$ cat src/rtl/dither_scan_pkg.sv
package dither_scan_pkg;

  // Bits per subpixel intensity level.
  parameter int LEVEL_W = 2;
  // Dither cycle length: one frame per nonzero level step.
  localparam int PHASES  = (1 << LEVEL_W) - 1;
  localparam int PHASE_W = (PHASES > 1) ? $clog2(PHASES) : 1;
  // Subpixel channels per pixel: red, green.
  localparam int NUM_CH  = 2;
  localparam int CODE_W  = NUM_CH * LEVEL_W;

  typedef enum logic [1:0] {
    LUM_FAST = 2'b00,
    LUM_MID  = 2'b01,
    LUM_SLOW = 2'b10,
    LUM_TEST = 2'b11
  } lumSetting_t;

  // Strobes from control to datapath.
  typedef struct packed {
    logic [PHASE_W-1:0] phase;
    logic               forceSlow;
  } ctrlStrobes_t;

endpackage

$ cat src/rtl/dither_ctrl.sv
module dither_ctrl
  import dither_scan_pkg::*;
(
  input  logic         clk,
  input  logic         rstN,
  input  logic         scanTick,
  input  logic         tempHigh,
  input  logic         tempLow,
  output ctrlStrobes_t ctrlBus
);

  localparam logic [PHASE_W-1:0] LAST_PHASE = PHASE_W'(PHASES - 1);

  logic [PHASE_W-1:0] phaseQ;
  logic               hotQ;

  // Dither phase counter, advanced once per completed scan frame.
  always_ff @(posedge clk) begin
    if (!rstN) begin
      phaseQ <= '0;
    end else if (scanTick) begin
      if (phaseQ == LAST_PHASE) phaseQ <= '0;
      else                      phaseQ <= phaseQ + 1'b1;
    end
  end

  // Thermal override flag with hysteresis: set has priority over clear.
  always_ff @(posedge clk) begin
    if (!rstN)          hotQ <= 1'b0;
    else if (tempHigh)  hotQ <= 1'b1;
    else if (tempLow)   hotQ <= 1'b0;
  end

  always_comb begin
    ctrlBus.phase     = phaseQ;
    ctrlBus.forceSlow = hotQ;
  end

endmodule

$ cat src/rtl/dither_datapath.sv
module dither_datapath
  import dither_scan_pkg::*;
#(
  parameter int              DIV_W    = 20,
  parameter logic [DIV_W-1:0] DIV_FAST = DIV_W'(30769),
  parameter logic [DIV_W-1:0] DIV_MID  = DIV_W'(41667),
  parameter logic [DIV_W-1:0] DIV_SLOW = DIV_W'(55556)
) (
  input  ctrlStrobes_t      ctrlBus,
  input  logic [CODE_W-1:0] pixelCode,
  input  logic              lumSel0,
  input  logic              lumSel1,
  output logic [NUM_CH-1:0] driveVec,
  output logic [DIV_W-1:0]  rateDiv
);

  localparam int TABLE_N = 4;

  // Per-channel dither decode: a level of L is on in the first L phases.
  for (genvar ch = 0; ch < NUM_CH; ch++) begin : gChan
    logic [LEVEL_W-1:0] level;
    always_comb begin
      level        = pixelCode[ch*LEVEL_W +: LEVEL_W];
      driveVec[ch] = (32'(level) > 32'(ctrlBus.phase));
    end
  end

  // Divisor table keyed by effective luminance setting.
  logic [DIV_W-1:0] rateTable [TABLE_N];
  for (genvar idx = 0; idx < TABLE_N; idx++) begin : gTable
    localparam lumSetting_t SET = lumSetting_t'(idx);
    if (SET == LUM_MID) begin : gMid
      assign rateTable[idx] = DIV_MID;
    end else if (SET == LUM_SLOW) begin : gSlow
      assign rateTable[idx] = DIV_SLOW;
    end else begin : gFast
      assign rateTable[idx] = DIV_FAST;
    end
  end

  lumSetting_t effSetting;
  always_comb begin
    if (ctrlBus.forceSlow) effSetting = LUM_SLOW;
    else                   effSetting = lumSetting_t'({lumSel1, lumSel0});
    rateDiv = rateTable[effSetting];
  end

endmodule

$ cat src/rtl/subpixel_dither_scan.sv
module subpixel_dither_scan
  import dither_scan_pkg::*;
#(
  parameter int              DIV_W    = 20,
  parameter logic [DIV_W-1:0] DIV_FAST = DIV_W'(30769),
  parameter logic [DIV_W-1:0] DIV_MID  = DIV_W'(41667),
  parameter logic [DIV_W-1:0] DIV_SLOW = DIV_W'(55556)
) (
  input  logic              clk,
  input  logic              rstN,
  input  logic              scanTick,
  input  logic [CODE_W-1:0] pixelCode,
  input  logic              lumSel0,
  input  logic              lumSel1,
  input  logic              tempHigh,
  input  logic              tempLow,
  output logic              redDrive,
  output logic              greenDrive,
  output logic [DIV_W-1:0]  rateDiv
);

  ctrlStrobes_t      ctrlBus;
  logic [NUM_CH-1:0] driveVec;

  dither_ctrl uCtrl (
    .clk      (clk),
    .rstN     (rstN),
    .scanTick (scanTick),
    .tempHigh (tempHigh),
    .tempLow  (tempLow),
    .ctrlBus  (ctrlBus)
  );

  dither_datapath #(
    .DIV_W    (DIV_W),
    .DIV_FAST (DIV_FAST),
    .DIV_MID  (DIV_MID),
    .DIV_SLOW (DIV_SLOW)
  ) uData (
    .ctrlBus   (ctrlBus),
    .pixelCode (pixelCode),
    .lumSel0   (lumSel0),
    .lumSel1   (lumSel1),
    .driveVec  (driveVec),
    .rateDiv   (rateDiv)
  );

  // Channel 1 (upper bits) is red, channel 0 is green.
  assign redDrive   = driveVec[1];
  assign greenDrive = driveVec[0];

endmodule

$ cat config.mk
export PLATFORM = sky130hd
export DESIGN_NAME = subpixel_dither_scan
export DESIGN_NICKNAME = d
export VERILOG_FILES = /design/src/rtl/dither_scan_pkg.sv /design/src/rtl/dither_ctrl.sv /design/src/rtl/dither_datapath.sv /design/src/rtl/subpixel_dither_scan.sv
export SDC_FILE = /design/constraint.sdc
export NUM_CORES = 1
export LEC_CHECK = 0
export CORE_AREA = 2 2 39 41
export CTS_CLUSTER_SIZE = 16
export DETAILED_ROUTE_END_ITERATION = 12
export DIE_AREA = 0 0 41 43
export PLACE_DENSITY_LB_ADDON = 0.12
export SLEW_MARGIN = 25
export SYNTH_ARGS = -nofsm -noshare
export SYNTH_HDL_FRONTEND = slang
export SYNTH_SLANG_ARGS = --single-unit
$ cat constraint.sdc
create_clock -name clk -period 3.2 [get_ports clk]
set_clock_uncertainty 0.1 [all_clocks]
set_input_delay 0.64 -clock clk [delete_from_list [all_inputs] [get_ports clk]]
set_output_delay 0.64 -clock clk [all_outputs]
set_load 0.005 [all_outputs]
==> impl_metrics.tcl <==
set metrics [dict create \
    start_util_pct 27.76 \
    ys_types 18 \
    clk_pin_slew_ns 0.04 \
    crit_type "in2out" \
    place.gp.congestion 0.6238 \
    tns_ns 0 \
    synth.ff_latch_count 3 \
    pre_cts_ws_ns 0.2971 \
    min_period_over_period_pct 90.24 \
    arrival_ns 2.15 \
    total_power_mw 0.1863 \
    critPathMostFrequentCell "clkdlybuf4s50_1" \
    worst-path-max-fanout 2 \
    fp.dieW_um 41 \
    rrSetupSlack_ns 2.33 \
    wl_per_cell_um 7.560 \
    crit_required_ns 2.46 \
    synth_edf_count 0 \
    port_buffers 26 \
    fin_ws_ns 0.3123 \
    hold_viol 0 \
    ctsHoldBuffers 0 \
    worstHoldPathType "reg2reg" \
    numCtsBuffers 3 \
    grt_pass1_wl_mm 1.117 \
    cts-resized-gates 0 \
    ios 33 \
    yosys.area.top_type "buf_4" \
    ys.flop_type "dfxtp_1" \
    maxSlewViolCount 0 \
    grtUsageTotal_pct 9.228 \
    drc 0 \
    p_per_area_nw_per_um2 308.2 \
    clock-root-buffer "clkbuf_4" \
    holdWs_ns 0.3973 \
    syn_area_sq_um 384.1 \
    yosysMostFrequentCell "buf_4" \
    yosysWarnings 0 \
    yosysSeqAreaShare_pct 15.64 \
    wl_um 635 \
    fin_crit_ns 2.888 \
    peakVddDrop_uv 183.8 \
    rsz0062_at_grt "no" \
    area_growth_pct 57.33 \
    cp-end-kind "output port" \
    timing.fmax_ghz 0.3463 \
    grt.overflow.total 0 \
    final_layout_size_suffix_gt1_share_pct 7.353 \
    worst_setup_path_start_kind "primary input" \
    layout.nets 85 \
    synth_top_area_share_pct 27.36 \
    cp_top_family "buffers and inverters" \
    cts_setup_buffers 0 \
    synth_area_leaders "buf_4, ha_1, dfxtp_1, nor2b_1, inv_1" \
    htree_levels 1 \
    crit_buf_inv 2 \
    leakage_nw 0.2731 \
    max_cap_violations 0 \
    grt_pass1_vias 268 \
    async_reset_ff_share_pct 0 \
    cts_sinks 3 \
    worstPathCellList "clkdlybuf4s50_1, ha_1, nor2b_1, a2bb2oi_1, clkdlybuf4s50_1" \
    setup_viol 0 \
    status "finished clean" \
    syn_area_per_cell_sq_um 8.173 \
    clockBufferDepth 2 \
    netlist_top_cells_count "buf_4, ha_1, inv_1" \
    die_area_sq_um 1763 \
    clock_latency_ns 0.23 \
    ant_nets 0 \
    drt_iter0_drc 2 \
    slowest_stage "clkdlybuf4s50_1" \
    cpPeakStageDelay_ns 0.51 \
    firstDrtPassIters 4 \
    synthCells 47 \
    grt_max_degree 6 \
    viasPerCell 3.869 \
    dp_hpwl_um 565.9 \
    num_vias 325 \
    n_antenna_cell 0 \
    die_y_um 43 \
    num_rows 14 \
    antenna_found_initial 0 \
    cts_tree "yes" \
    core_sq_um 1384 \
]
[state kept, by name, indices dropped and copies added (netlist names)]
name	count
uCtrl.phaseQ	2
uCtrl.hotQ	1
[layout make-up]
| type | count | area, sq um |
|---|---|---|
| Clock buffer | 4 | 26.28 |
| Inverter | 5 | 18.77 |
| Sequential cell | 3 | 60.06 |
| Fill cell | 149 | 779.5 |
| Tap cell | 16 | 20.02 |
| Timing Repair Buffer | 26 | 260.3 |
| Multi-Input combinational cell | 30 | 219.0 |
[cells in the final DEF (no fill, tap or decap), drive strengths merged, types with 2 or more instances in the layout]
cell,instances
clkdlybuf4s50,26
conb,6
inv,5
ha,5
nor2b,4
clkbuf,4
dfxtp,3
nand2b,2
a2bb2oi,2
o21a,2
or2,2
[path summary, 6_finish.rpt]
path,start,end,cells after the start
max,pixelCode[1],greenDrive,5
min,uCtrl.phaseQ[1]$_SDFFE_PN0P_,uCtrl.phaseQ[1]$_SDFFE_PN0P_,2
max reg2reg,uCtrl.phaseQ[0]$_SDFFE_PN0P_,uCtrl.phaseQ[0]$_SDFFE_PN0P_,2
min reg2reg,uCtrl.phaseQ[1]$_SDFFE_PN0P_,uCtrl.phaseQ[1]$_SDFFE_PN0P_,2
[power breakdown]
part,total [mW],internal [mW],switching (mW)
Sequential,0.0429,0.0401,0.00279
Clock,0.0662,0.0467,0.0195
Combinational,0.0772,0.0537,0.0235
Total,0.186,0.140,0.0458
[per-stage QoR]
stage	cell area, sq um	instances	util (%)
6_report	604.3	84	43.67
5_1_grt	604.3	84	43.67
4_1_cts	604.3	84	43.67
3_5_place_dp	578.1	80	41.77
3_3_place_gp	578.1	80	41.77
2_1_floorplan	402.9	52	-
[cell families after synthesis]
logic type,synth area share [%]
AO/OA/AOI/OAI,10.75
adder cells (fa/ha/maj),16.29
other,0.9763
XOR/XNOR,2.281
AND/OR/NAND/NOR,21.82
flip-flops,15.64
buffers and inverters,32.25
[worst register-to-register path, stage by stage, from the launching register on]
cell and delay, ns:
dfxtp_1 0.35, nor2b_1 0.15, o21a_1 0.17
[routing by layer]
layer | vias up | global-route usage [%] | share of wire [%]
li1 | 177 | - | -
met1 | 136 | 12.82 | 45
met2 | 12 | 11.56 | 48
met3 | 0 | 4.712 | 6.6
met4 | 0 | 4.000 | 0
met5 | - | 0 | 0
Note: power is estimated with default switching activity, not from simulation.
